File: config.mk
export PLATFORM = sky130hd
export DESIGN_NAME = busmaster_regfile
export DESIGN_NICKNAME = d
export VERILOG_FILES = /design/src/rtl/bmr_pkg.sv /design/src/rtl/bmr_chan.sv /design/src/rtl/bmr_irq_gate.sv /design/src/rtl/busmaster_regfile.sv
export SDC_FILE = /design/constraint.sdc
export NUM_CORES = 1
export LEC_CHECK = 0
export ABC_AREA = 1
export BUFFER_PORTS_ARGS = -buffer_cell sky130_fd_sc_hd__buf_4
export CORE_ASPECT_RATIO = 1.1
export CORE_UTILIZATION = 45
export CTS_BUF_LIST = sky130_fd_sc_hd__clkbuf_4 sky130_fd_sc_hd__clkbuf_8 sky130_fd_sc_hd__clkbuf_16
export DETAILED_ROUTE_END_ITERATION = 10
export PLACE_DENSITY = 0.83
export SKIP_LAST_GASP = 1
export SYNTH_ARGS = -nofsm -noshare
export SYNTH_HDL_FRONTEND = slang
export SYNTH_SLANG_ARGS = --single-unit
File: constraint.sdc
create_clock -name clk -period 1 [get_ports clk]
set_input_delay 0.05 -clock clk [delete_from_list [all_inputs] [get_ports clk]]
set_output_delay 0.05 -clock clk [all_outputs]
set_load 0.05 [all_outputs]
File: src/rtl/bmr_pkg.sv
package bmr_pkg;
  typedef enum logic [1:0] {
    REG_CMD  = 2'd0,
    REG_BASE = 2'd1,
    REG_CTL2 = 2'd2,
    REG_NONE = 2'd3
  } reg_sel_e;

  localparam int CMD_EN_BIT    = 0;
  localparam int CMD_STEER_BIT = 1;
  localparam int CMD_DIR_BIT   = 3;
  localparam int CTL2_BIG_BIT  = 0;
  localparam int MIRROR_LSB    = 24;
  localparam int DATA_W        = 32;
endpackage

File: src/rtl/bmr_chan.sv
module bmr_chan #(
  parameter bit HAS_STEER = 1'b0
) (
  input  logic        clk,
  input  logic        rst_n,
  input  logic        wr_cmd,
  input  logic        wr_base,
  input  logic        wr_ctl2,
  input  logic [31:0] wdata,
  input  logic        busy,
  output logic        en,
  output logic        dir,
  output logic        steer,
  output logic        big,
  output logic        abort,
  output logic [29:0] base,
  output logic [7:0]  cmd_byte
);
  import bmr_pkg::*;

  logic stop_req;
  assign stop_req = wr_cmd && en && !wdata[CMD_EN_BIT] && busy;

  always_ff @(posedge clk) begin
    if (!rst_n) begin
      en    <= 1'b0;
      dir   <= 1'b0;
      steer <= 1'b0;
      big   <= 1'b0;
      abort <= 1'b0;
      base  <= '0;
    end else begin
      abort <= stop_req;
      if (wr_cmd) begin
        en    <= wdata[CMD_EN_BIT];
        dir   <= wdata[CMD_DIR_BIT];
        steer <= HAS_STEER ? wdata[CMD_STEER_BIT] : 1'b0;
      end
      if (wr_base) base <= wdata[31:2];
      if (wr_ctl2) big  <= wdata[CTL2_BIG_BIT];
    end
  end

  assign cmd_byte = {4'b0000, dir, 1'b0, steer, en};
endmodule

File: src/rtl/bmr_irq_gate.sv
module bmr_irq_gate #(
  parameter int NUM_CH = 4,
  parameter int SEL_W  = 2
) (
  input  logic [NUM_CH-1:0] dev_irq,
  input  logic [SEL_W-1:0]  sel,
  input  logic              steer_all,
  output logic [NUM_CH-1:0] irq_out
);
  logic [NUM_CH-1:0] sel_mask;

  always_comb begin
    sel_mask = '0;
    for (int c = 0; c < NUM_CH; c++) begin
      if (SEL_W'(c) == sel) sel_mask[c] = 1'b1;
    end
  end

  assign irq_out = steer_all ? dev_irq : (dev_irq & sel_mask);
endmodule

File: src/rtl/busmaster_regfile.sv
module busmaster_regfile #(
  parameter int NUM_CH   = 4,
  parameter int STEER_CH = 2,
  localparam int CH_W    = (NUM_CH > 1) ? $clog2(NUM_CH) : 1,
  localparam int ADDR_W  = CH_W + 2
) (
  input  logic                 clk,
  input  logic                 rst_n,
  input  logic                 reg_wr,
  input  logic                 reg_rd,
  input  logic [ADDR_W-1:0]    reg_addr,
  input  logic [31:0]          reg_wdata,
  output logic [31:0]          reg_rdata,
  input  logic [NUM_CH-1:0]    dma_busy,
  output logic [NUM_CH-1:0]    dma_en,
  output logic [NUM_CH-1:0]    dma_dir,
  output logic [NUM_CH-1:0]    big_xfer,
  output logic [NUM_CH*32-1:0] desc_base,
  output logic [NUM_CH-1:0]    dma_abort,
  input  logic [NUM_CH-1:0]    dev_irq,
  input  logic [CH_W-1:0]      shadow_sel,
  output logic [NUM_CH-1:0]    irq_out,
  input  logic [NUM_CH-1:0]    pio_access,
  output logic [NUM_CH-1:0]    pio_tabort
);
  import bmr_pkg::*;

  reg_sel_e          rsel;
  logic [CH_W-1:0]   ch;
  logic [NUM_CH-1:0] steer_v;
  logic [7:0]        cmd_byte [NUM_CH];
  logic [29:0]       base_v   [NUM_CH];
  logic [31:0]       cmd_rd   [NUM_CH];
  logic [31:0]       base_rd  [NUM_CH];
  logic [31:0]       ctl2_rd  [NUM_CH];

  assign rsel = reg_sel_e'(reg_addr[1:0]);
  assign ch   = reg_addr[ADDR_W-1:2];

  for (genvar c = 0; c < NUM_CH; c++) begin : g_ch
    logic hit;
    logic [7:0] mirror;
    assign hit = reg_wr && (ch == CH_W'(c));

    bmr_chan #(.HAS_STEER(c == STEER_CH)) i_chan (
      .clk      (clk),
      .rst_n    (rst_n),
      .wr_cmd   (hit && rsel == REG_CMD),
      .wr_base  (hit && rsel == REG_BASE),
      .wr_ctl2  (hit && rsel == REG_CTL2),
      .wdata    (reg_wdata),
      .busy     (dma_busy[c]),
      .en       (dma_en[c]),
      .dir      (dma_dir[c]),
      .steer    (steer_v[c]),
      .big      (big_xfer[c]),
      .abort    (dma_abort[c]),
      .base     (base_v[c]),
      .cmd_byte (cmd_byte[c])
    );

    if ((c % 2 == 0) && (c + 1 < NUM_CH)) begin : g_mirror
      assign mirror = cmd_byte[c+1];
    end else begin : g_no_mirror
      assign mirror = 8'h00;
    end

    assign desc_base[c*32 +: 32] = {base_v[c], 2'b00};
    assign cmd_rd[c]  = {24'h0, cmd_byte[c]};
    assign base_rd[c] = {base_v[c], 2'b00};
    // bit 23 (simplex-only) stays zero: every channel may master at any time
    assign ctl2_rd[c] = {mirror, 23'h0, big_xfer[c]};
  end

  always_comb begin
    reg_rdata = '0;
    if (reg_rd && (int'(ch) < NUM_CH)) begin
      case (rsel)
        REG_CMD:  reg_rdata = cmd_rd[ch];
        REG_BASE: reg_rdata = base_rd[ch];
        REG_CTL2: reg_rdata = ctl2_rd[ch];
        default:  reg_rdata = '0;
      endcase
    end
  end

  bmr_irq_gate #(.NUM_CH(NUM_CH), .SEL_W(CH_W)) i_irq (
    .dev_irq   (dev_irq),
    .sel       (shadow_sel),
    .steer_all (steer_v[STEER_CH]),
    .irq_out   (irq_out)
  );

  assign pio_tabort = pio_access & dma_en;
endmodule

==> results of run 1 <==
==> metal layers <==
metal	GRT usage [%]	overflow
met3	49.6	1
met2	90.8	1
met1	70.8	0
met5	6.32	0
met4	69.5	1
==> Yosys cell counts, drive strengths merged <==
cell type / number / share of area, %
a21boi: 4 / 0.48
a21oi: 14 / 1.1
buf: 62 / 6.7
clkbuf: 22 / 1.4
conb: 1 / 0.059
dfxtp: 137 / 43
inv: 31 / 1.8
nand2: 205 / 12
nand3: 10 / 0.87
nand4: 29 / 2.9
nor2: 280 / 17
nor3: 6 / 0.48
nor4: 1 / 0.099
o21ai: 135 / 11
o22ai: 1 / 0.099
==> logic make-up after synthesis <==
logic type	Yosys count	synth area share, %
flip-flops	137	43.5
buffers and inverters	115	9.94
AO/OA/AOI/OAI	154	12.4
other	1	0.0595
AND/OR/NAND/NOR	531	34.1
==> metrics by stage <==
step	TNS, ns	setup slack [ns]
floorplan	-1.41	-0.218
global placement	-35.83	-0.298
detailed placement	-38.65	-0.326
CTS	-19.46	-0.417
==> timing repair <==
action                                  4_1_cts
setup buffers                                83
hold buffers                                 36
hold endpoints to repair                    132
pin swaps                                    84
gates resized for setup                     412
endpoints found under the setup margin      172
==> metrics.yaml, run 1 <==
yosys:
  syn_area_um2: 6310
  synth_seq_cells: 137
  yosysWarningCount: 0
  ys_types: 26
  syn_inst: 938
  syn_area_per_cell_um2: 6.72
  ys_seq_area_share_pct: 43.5
sta:
  endpoint_type: "primary output"
  grt_worst_setup_endpoint: "reg_rdata[24]"
clock_tree:
  numCtsBuffers: 17
  cts_buffer_depth: 2
  cts.sinks: 137
  clock-root-buffer: "clkbuf_16"
  htreeDepth: 4
grt:
  grt_overflow_total: 3
  grt_max_degree: 74
  grt_usage_pct: 70.0
placed_design:
  gp_congestion: 0.924
  dp_hpwl_um: 15400
  io_buffers: 229
  dp_cells: 1356
  place_area_um2: 9330
run_status:
  lastStage: "global routing"
  status: "stopped before the end"
  error_line: "[ERROR GRT-0232] Routing congestion too high. Check the congestion heatmap in the GUI."
floorplan:
  rows: 45
  chipWidth_um: 115
  dieHeight_um: 126
  ios: 238
  start_util_pct: 45.9
==> inputs of run 2 (changes only) <==
--- a/config.mk
+++ b/config.mk
@@ -7,11 +7,9 @@
 export LEC_CHECK = 0
 export ABC_AREA = 1
 export BUFFER_PORTS_ARGS = -buffer_cell sky130_fd_sc_hd__buf_4
-export CORE_ASPECT_RATIO = 1.1
-export CORE_UTILIZATION = 45
-export CTS_BUF_LIST = sky130_fd_sc_hd__clkbuf_4 sky130_fd_sc_hd__clkbuf_8 sky130_fd_sc_hd__clkbuf_16
+export CORE_UTILIZATION = 40
 export DETAILED_ROUTE_END_ITERATION = 10
-export PLACE_DENSITY = 0.83
+export PLACE_DENSITY_LB_ADDON = 0.15
 export SKIP_LAST_GASP = 1
 export SYNTH_ARGS = -nofsm -noshare
 export SYNTH_HDL_FRONTEND = slang
==> constraint.sdc (replaced) <==
create_clock -name clk -period 1.3 [get_ports clk]
set_input_delay 0.065 -clock clk [delete_from_list [all_inputs] [get_ports clk]]
set_output_delay 0.065 -clock clk [all_outputs]
set_load 0.05 [all_outputs]
==> metrics.yaml, run 2 <==
run_status:
  status: "finished with violations"
  violations: "setup timing"
floorplan:
  chipWidth_um: 128  # +11%
  fp.dieArea_um2: 16300
  start_util_pct: 41.2  # -4.7 points
  core-area_um2: 15300
  dieHeight_um: 128  # +1.1%
  ios: 238  # unchanged
  rows: 45  # unchanged
routing:
  vias_per_cell: 4.94
  dr.pass1.iters: 5
  wl_met1_um: 9870
  drc: 0
  antenna_left: 0
  routed-wl-met3_um: 1490
  wl_met2_um: 11700
  top_layer: "met4"
  drt_wl_total_um: 23500
  drtIter0Drc: 490
  wl_per_cell_um: 15.5
  vias: 7502
setup_path:
  cp_common_cell: "nand2_1"
  max_stage_delay_ns: 0.34
  critPathBufInv: 1
  crit_path_end_kind: "output pin"
  r2r-start: "g_ch[1].i_chan.big"
  setup.worst_path.start_class: "flip-flop"
  crit_end: "reg_rdata[27]"
  crit_start: "g_ch[1].i_chan.base[25]"
  path_depth: 7
  critical-path-slowest-cell: "dfxtp_2"
  worst-setup-path-type: "flip-flop to output pin"
  r2r_slack_ns: 0.46
  r2r-end: "g_ch[1].i_chan.big"
  path_delay_family: "flip-flops"
  path_max_fanout: 2
  critPathArrivalTime_ns: 1.38
  rr_worst_depth: 3
  crit_required_ns: 1.24
  crit_chain: "nand2_1 > nand2_1 > nand2_1 > nand2_1 > nand2_2 > a21oi_4 > buf_6"
grt:
  grt_usage_pct: 28.6
  grt_overflow_total: 0
  grt_pass1_vias: 7041
  grt_pass1_wl_um: 35800
  grt_max_degree: 81
  antenna_found_initial: 0
clock_tree:
  insertion_delay_ns: 0.42
  clk_pin_slew_worst_paths_ns: 0.06
  cts.sinks: 137  # unchanged
  cts_tree: "done"
  cts_buffer_depth: 2  # unchanged
  clock-root-buffer: "clkbuf_16"
  numCtsBuffers: 17  # unchanged
  htreeDepth: 4  # unchanged
yosys:
  yosysTopAreaCell: "dfxtp_1"
  syn_inst: 938  # unchanged
  yosysWarningCount: 0  # unchanged
  syn_area_um2: 6310  # unchanged
  synth_seq_cells: 137  # unchanged
  synth_area_leaders: "dfxtp_1, nor2_1, nand2_1, o21ai_0, buf_4"
  synth_async_sr_flop_share_pct: 0  # unchanged
  ys_types: 26  # unchanged
  ys.flop_type: "dfxtp_1"
  syn_area_per_cell_um2: 6.72  # unchanged
  ys_seq_area_share_pct: 43.5  # unchanged
  post-synth-top-count-cell: "nor2_1"
  synth_common_cells: "nor2_1, nand2_1, dfxtp_1, o21ai_0"
  synth_top_area_share_pct: 43.5  # unchanged
  synth_edf_count: 0  # unchanged
sta:
  rsz0062_at_grt: "true"
  fmaxAchievable_ghz: 0.691
  setup_ws_ns: -0.147
  final_max_slew_viol_count: 0
  hold_viol: 0
  tightest_slew_ns: 0.700
  skew_ns: 0.000884
  setup_tns_ns: -0.531
  relSlewSlack_pct: 53.3
  layout_min_cycle_time_ns: 1.45
  period_share_pct: 111
  finalSetupViolCount: 14
power:
  power.density_nw_per_um2: 996
  clkPwrFrac_pct: 43.5
  switchingPower_uw: 2960
  power.internal_uw: 7700
  leakagePower_uw: 0.00488
  design_power_total_uw: 10700
  swShare_pct: 27.7
  peakVddDrop_mv: 0.883
  p_seq_share_pct: 40.9
  combPwrFrac_pct: 15.6
finish:
  nNetsFinal: 1349
  post-route-cell-area_um2: 10700
  layout_common_cells: "buf_4, nor2_1, nand2_1"
  n_antenna_cell: 0
  fill_cells: 1272
  layout_commonest_cell: "buf_4"
  drive_above_1_share_pct: 46.6
  largest_register: "g_ch.i_chan.base"
  largest_reg_flops: 120
  syn2layout_area_growth_pct: 69.6
hold_path:
  hold_path_class: "input port to flip-flop"
placed_design:
  place_area_um2: 8580  # -8.1%
  dp_hpwl_um: 14600  # -5.4%
  pre_cts_ws_ns: -0.00358  # +0.322 ns
  gp_congestion: 0.853  # -7.6%
  io_buffers: 229  # unchanged
job:
  maxCapViolations: 0
## run 2: layout make-up
class / instances / area (um2) / area share [%]
Timing Repair Buffer: 415 / 3570 / 33.4
Multi-Input combinational cell: 693 / 3270 / 30.5
Sequential cell: 137 / 2910 / 27.2
Clock buffer: 22 / 474 / 4.43
Tap cell: 211 / 264 / 2.47
Inverter: 31 / 118 / 1.10
Clock inverter: 10 / 93.8 / 0.877
## run 2: metal layers
metal / vias up / global-route usage [%]
met5: - / 0
met4: 0 / 11.1
met3: 36 / 6.03
met2: 293 / 49.9
met1: 3499 / 34.4
li1: 3674 / -
## run 2: worst min path at each step
stage	from	end	cells past startpoint
4_1_cts	reg_wr	g_ch[2].i_chan.abort	3
5_1_grt	reg_wr	g_ch[2].i_chan.en	3
2_1_floorplan	reg_wdata[24]	g_ch[0].i_chan.base[22]	2
3_5_place_dp	reg_wdata[16]	g_ch[0].i_chan.base[14]	3
3_3_place_gp	reg_wdata[6]	g_ch[0].i_chan.base[4]	3
6_report	reg_wr	g_ch[2].i_chan.abort	3
## run 2: cells by family after synthesis
family / after synthesis / share of synthesized area [%]
flops: 137 / 43.5
other cells: 1 / 0.0595
compound gates: 154 / 12.4
simple gates: 531 / 34.1
buf+inv: 115 / 9.94
## run 2: through the flow
step,util (%),hold WS [ns],cells
after detailed placement,56.0,0.327,1346
after global placement,56.0,0.317,1346
after floorplan,-,0.200,945
after CTS,69.0,0.0219,1514
after global routing,69.9,0.0560,1519
final,69.9,0.0463,1519
## run 2: power by group through the flow
| stage | sequential [uW] | combinational (uW) | clock, uW |
|---|---|---|---|
| global route | 4360 | 1770 | 4890 |
| global placement | 4460 | 1400 | 0 |
| floorplan | 4720 | 616 | 0 |
| detailed placement | 4460 | 1410 | 0 |
| finish | 4360 | 1660 | 4640 |
| CTS | 4350 | 1640 | 4690 |
## run 2: what timing repair did
| action | in CTS | in global routing |
|---|---|---|
| pin swaps | 16 | 14 |
| endpoints found under the hold margin | 130 | 0 |
| setup endpoints to repair | 34 | 38 |
| resized for setup | 167 | 36 |
| hold buffers | 38 | 0 |
| setup buffers | 98 | 6 |
## run 2: worst register-to-register path: cells and delay by family (launching register included)
| family | cells | cell delay (ns) |
|---|---|---|
| AO/OA/AOI/OAI | 1 | 0.18 |
| AND/OR/NAND/NOR | 1 | 0.07 |
| flip-flops | 1 | 0.33 |
| buffers and inverters | 1 | 0.14 |
No activity file was read; power rests on OpenSTA's default activity.
==> inputs of run 3 (changes only) <==
--- a/config.mk
+++ b/config.mk
@@ -7,6 +7,7 @@
 export LEC_CHECK = 0
 export ABC_AREA = 1
 export BUFFER_PORTS_ARGS = -buffer_cell sky130_fd_sc_hd__buf_4
+export CORE_MARGIN = 2
 export CORE_UTILIZATION = 40
 export DETAILED_ROUTE_END_ITERATION = 10
 export PLACE_DENSITY_LB_ADDON = 0.15
==> constraint.sdc (replaced) <==
create_clock -name clk -period 1.8 [get_ports clk]
set_input_delay 0.09 -clock clk [delete_from_list [all_inputs] [get_ports clk]]
set_output_delay 0.09 -clock clk [all_outputs]
set_load 0.05 [all_outputs]
==> metrics.yaml, run 3 (synthesis gave the netlist of run 2 again) <==
run_status:
  status: "completed"
placed_design:
  pre_cts_ws_ns: 0.301  # +0.305 ns
  dp_cells: 1330  # -1.2%
  dp_hpwl_um: 14400  # -0.93%
  io_buffers: 229  # unchanged
  gp_congestion: 0.814  # -4.6%
grt:
  antenna_found_initial: 0  # unchanged
  grt_overflow_total: 0  # unchanged
  grt_usage_pct: 25.3  # -3.3 points
  grt_pass1_vias: 6238  # -11%
  grt_max_degree: 76  # -6.2%
  grt_pass1_wl_um: 33100  # -7.4%
power:
  leakagePower_uw: 0.00414  # -15%
  power.density_nw_per_um2: 885  # -11%
  peakVddDrop_mv: 0.607  # -31%
clock_tree:
  cts_setup_buffers: 0  # -100%
  numCtsBuffers: 17  # unchanged
  htreeDepth: 4  # unchanged
  clock-root-buffer: "clkbuf_16"
  cts_tree: "done"
  ctsResizeCount: 0  # -100%
  clk_pin_slew_worst_paths_ns: 0.06  # about the same
  cts.sinks: 137  # unchanged
  cts_buffer_depth: 2  # unchanged
  insertion_delay_ns: 0.41  # about the same
finish:
  layout_commonest_cell: "nor2_1"
  syn2layout_area_growth_pct: 44.4
  layout_common_cells: "nor2_1, buf_4, nand2_1"
  nNetsFinal: 1231  # -8.7%
  fill_cells: 1487  # +17%
  n_antenna_cell: 0  # unchanged
  drive_above_1_share_pct: 25.7  # -21 points
  largest_register: "g_ch.i_chan.base"
  largest_reg_flops: 120  # unchanged
  final_cells: 1401  # -7.8%
floorplan:
  core-area_um2: 15300  # unchanged
  fp.dieArea_um2: 16800  # +3.2%
  ios: 238  # unchanged
  rows: 45  # unchanged
  dieHeight_um: 130  # +1.6%
  chipWidth_um: 130  # +1.6%
  start_util_pct: 41.2  # unchanged
sta:
  period_share_pct: 91.7
  setup_tns_ns: 0  # +0.531 ns
  relSlewSlack_pct: 53.6  # +0.34 points
  rsz0062_at_grt: "false"
  setup_ws_ns: 0.149  # +0.296 ns
  layout_min_cycle_time_ns: 1.65
  finalSetupViolCount: 0  # -14
  fmaxAchievable_ghz: 0.606
  skew_ns: 0.000325  # -0.000559 ns
  final_max_slew_viol_count: 0  # unchanged
  hold_viol: 0  # unchanged
  tightest_slew_ns: 0.694  # -0.00504 ns
routing:
  dr.pass1.iters: 5  # unchanged
  drt_wl_total_um: 21700  # -7.7%
  wl_per_cell_um: 15.5  # +0.12%
  vias_per_cell: 4.92  # -0.42%
  antenna_left: 0  # unchanged
  vias: 6890  # -8.2%
  drtIter0Drc: 442  # -9.8%
  drc: 0  # unchanged
setup_path:
  path_max_fanout: 6  # +4
  setup.worst_path.start_class: "flip-flop"
  crit_path_end_kind: "output pin"
  critPathArrivalTime_ns: 1.56  # +0.18 ns
  crit_required_ns: 1.71  # +0.47 ns
  worst-setup-path-type: "flip-flop to output pin"
job:
  maxCapViolations: 0  # unchanged
hold_path:
  hold_path_class: "input port to flip-flop"
## run 3: changes by cell type in the layout (fill, tap and decap cells not counted), sizes merged
cell | previous run | this run
clkbuf | 22 | 21
dlygate4sd3 | 37 | 39
clkinvlp | 3 | 2
buf | 378 | 258
clkinv | 6 | 4
bufinv | 1 | 5
## run 3: power breakdown
group	leakage [uW]	internal, uW	switching [uW]
Sequential	0.00111	3100	59.0
Clock	0.000319	2570	1330
Combinational	0.00271	335	671
## run 3: layer usage
layer / global-route usage, % / part of all wire, % / vias up
li1: - / - / 3431
met4: 6.89 / 1.1 / 0
met2: 42.8 / 48 / 282
met5: 0 / 0 / -
met3: 5.53 / 7.4 / 20
met1: 32.6 / 44 / 3157
## run 3: metrics by stage
stage | total power, uW | hold slack (ns) | instance area (um2) | utilization [%]
floorplan | 3830 | 0.225 | 6340 | -
global placement | 4160 | 0.340 | 8060 | 52.6
detailed placement | 4160 | 0.346 | 8060 | 52.6
CTS | 8110 | 0.0178 | 9110 | 59.5
global route | 8320 | 0.0452 | 9110 | 59.5
finish | 8060 | 0.0392 | 9110 | 59.5
## run 3: worst max-delay path, stage by stage (launching register included)
cell and delay (ns):
dfxtp_1 0.44, nand2_1 0.08, nand2_1 0.07, nand2_1 0.05, nand2_1 0.06, nand2_1 0.04
a21oi_1 0.18, buf_4 0.23
## run 3: final timing paths
kind                      start                   end  slack [ns]  cells past startpoint
max           g_ch[1].i_chan.en          reg_rdata[0]        0.15                      7
min reg2reg  g_ch[0].i_chan.dir    g_ch[0].i_chan.dir        0.49                      2
min                reg_wdata[0]    g_ch[3].i_chan.big        0.04                      3
max reg2reg   g_ch[1].i_chan.en  g_ch[1].i_chan.abort        0.48                      3
## run 3: area by class of cell
class                      instances  area, um2  area share [%]
clock buffer                      21        470            5.16
tap                              211        264            2.90
sequential                       137       2740            30.1
timing repair buffer             297       2350            25.8
multi-input combinational        693       2970            32.6
inverter                          31        116            1.28
clock inverter                    11        193            2.12
## run 3: timing repair
| action | 4_1_cts | 5_1_grt |
|---|---|---|
| hold endpoints to repair | 125 | 0 |
| hold buffers | 39 | 0 |
| setup endpoints to repair | 0 | 0 |
==> inputs of run 4 (changes only) <==
--- a/config.mk
+++ b/config.mk
@@ -7,8 +7,10 @@
 export LEC_CHECK = 0
 export ABC_AREA = 1
 export BUFFER_PORTS_ARGS = -buffer_cell sky130_fd_sc_hd__buf_4
+export CELL_PAD_IN_SITES_DETAIL_PLACEMENT = 1
+export CELL_PAD_IN_SITES_GLOBAL_PLACEMENT = 1
 export CORE_MARGIN = 2
-export CORE_UTILIZATION = 40
+export CORE_UTILIZATION = 36
 export DETAILED_ROUTE_END_ITERATION = 10
 export PLACE_DENSITY_LB_ADDON = 0.15
 export SKIP_LAST_GASP = 1
==> metrics.yaml, run 4 (synthesis gave the netlist of run 2 again) <==
sta:
  layout_min_cycle_time_ns: 1.67  # +0.0198 ns
  final_max_slew_viol_count: 0  # unchanged
  period_share_pct: 92.8  # +1.1 points
  fmaxAchievable_ghz: 0.599  # -1.2%
  tightest_slew_ns: 0.696  # +0.00152 ns
  hold_viol: 0  # unchanged
  finalSetupViolCount: 0  # unchanged
  rsz0062_at_grt: "false"
  skew_ns: 0.00360  # +0.00328 ns
  relSlewSlack_pct: 53.5  # -0.10 points
  setup_tns_ns: 0  # unchanged
job:
  maxCapViolations: 0  # unchanged
clock_tree:
  cts_buffer_depth: 2  # unchanged
  cts.sinks: 137  # unchanged
  cts_tree: "done"
  postCtsHoldBufs: 39  # unchanged
  insertion_delay_ns: 0.42  # about the same
  clock-root-buffer: "clkbuf_16"
  htreeDepth: 4  # unchanged
  numCtsBuffers: 17  # unchanged
  cts_setup_buffers: 0  # unchanged
  ctsResizeCount: 0  # unchanged
  clk_pin_slew_worst_paths_ns: 0.06  # about the same
finish:
  drive_above_1_share_pct: 25.6  # -0.082 points
  largest_register: "g_ch.i_chan.base"
  multi_input_area_um2: 2980  # +0.34%
  largest_reg_flops: 120  # unchanged
  layout_common_cells: "nor2_1, buf_4, nand2_1"
  post-route-cell-area_um2: 9130  # +0.22%
  layout_commonest_cell: "nor2_1"
  syn2layout_area_growth_pct: 44.7
  n_antenna_cell: 0  # unchanged
  nNetsFinal: 1228  # -0.24%
  regArea_um2: 2740  # unchanged
  fill_cells: 2241  # +51%
power:
  power.density_nw_per_um2: 869  # -1.8%
  design_power_total_uw: 7930  # -1.6%
  peakVddDrop_mv: 0.676  # +11%
  leakagePower_uw: 0.00412  # -0.41%
floorplan:
  fp.dieArea_um2: 18600  # +11%
  ios: 238  # unchanged
  chipWidth_um: 136  # +5.2%
  dieHeight_um: 136  # +5.2%
  rows: 48  # +6.7%
  start_util_pct: 36.6  # -4.6 points
  core-area_um2: 17200  # +13%
grt:
  grt_max_degree: 81  # +6.6%
  antenna_found_initial: 0  # unchanged
  grt_usage_pct: 26.3  # +1.0 points
  grt_pass1_vias: 7046  # +13%
  grt_pass1_wl_um: 37800  # +14%
  grt_overflow_total: 0  # unchanged
placed_design:
  io_buffers: 229  # unchanged
  place_area_um2: 8110  # +0.68%
  dp_hpwl_um: 16100  # +12%
  gp_congestion: 0.761  # -6.4%
setup_path:
  setup.worst_path.start_class: "flip-flop"
  worst-setup-path-type: "flip-flop to output pin"
  crit_path_end_kind: "output pin"
  path_max_fanout: 5  # -1
  critPathArrivalTime_ns: 1.58  # +0.02 ns
  crit_required_ns: 1.71  # about the same
hold_path:
  hold_path_class: "input port to flip-flop"
run_status:
  status: "completed"
routing:
  drc: 0  # unchanged
  vias_per_cell: 4.99  # +1.4%
  vias: 7037  # +2.1%
  antenna_left: 0  # unchanged
  dr.pass1.iters: 4  # -1
  wl_per_cell_um: 17.2  # +11%
  drtIter0Drc: 435  # -1.6%
  drt_wl_total_um: 24200  # +12%
## run 4: changes by cell type in the layout (fill, tap and decap cells not counted)
cell,before,now
clkinv_4,2,3
buf_12,2,6
nand3_1,9,7
clkbuf_8,3,2
buf_4,256,249
bufinv_16,5,4
nand3_2,1,3
## run 4: power breakdown
| group | internal, uW | total (uW) | leakage [uW] | switching [uW] |
|---|---|---|---|---|
| clock network | 2380 | 3740 | 0.000302 | 1350 |
| logic | 344 | 1040 | 0.00271 | 695 |
| registers | 3100 | 3160 | 0.00111 | 60.1 |
## run 4: per-layer routing
layer  GRT usage [%]  share of wire, %  vias up
met5               0                 0        -
li1                -                 -     3423
met1            33.4                44     3387
met2            44.6                48      198
met3            5.74               6.2       29
met4            8.04               1.2        0
## run 4: final timing paths
check	start	end	slack (ns)	depth (start not counted)
max	g_ch[2].i_chan.en	reg_rdata[0]	0.13	7
min	reg_wdata[0]	g_ch[1].i_chan.big	0.04	3
max reg2reg	g_ch[2].i_chan.en	g_ch[2].i_chan.abort	0.47	3
min reg2reg	g_ch[0].i_chan.dir	g_ch[0].i_chan.dir	0.48	2
## run 4: stage by stage
step	util (%)	hold WS, ns	instances	setup slack, ns
6_report	53.0	0.0407	1411	0.129
5_1_grt	53.0	0.0571	1411	0.0420
4_1_cts	53.0	0.0219	1411	0.0887
3_5_place_dp	47.1	0.353	1341	0.239
3_3_place_gp	47.1	0.343	1341	0.293
2_1_floorplan	-	0.225	945	0.0162
## run 4: cell type report
| class | instances | share of cell area [%] |
|---|---|---|
| multi-input combinational | 693 | 32.6 |
| timing repair buffer | 294 | 26.1 |
| tap | 225 | 3.08 |
| clock buffer | 20 | 5.00 |
| sequential | 137 | 30.0 |
| inverter | 31 | 1.27 |
| clock inverter | 11 | 1.88 |
## run 4: worst max-delay path, cell delays in order, from the launching register on
cell	delay, ns
dfxtp_1	0.44
nand2_1	0.09
nand2_1	0.06
nand2_1	0.05
nand2_1	0.07
nand2_1	0.04
a21oi_1	0.19
buf_4	0.22
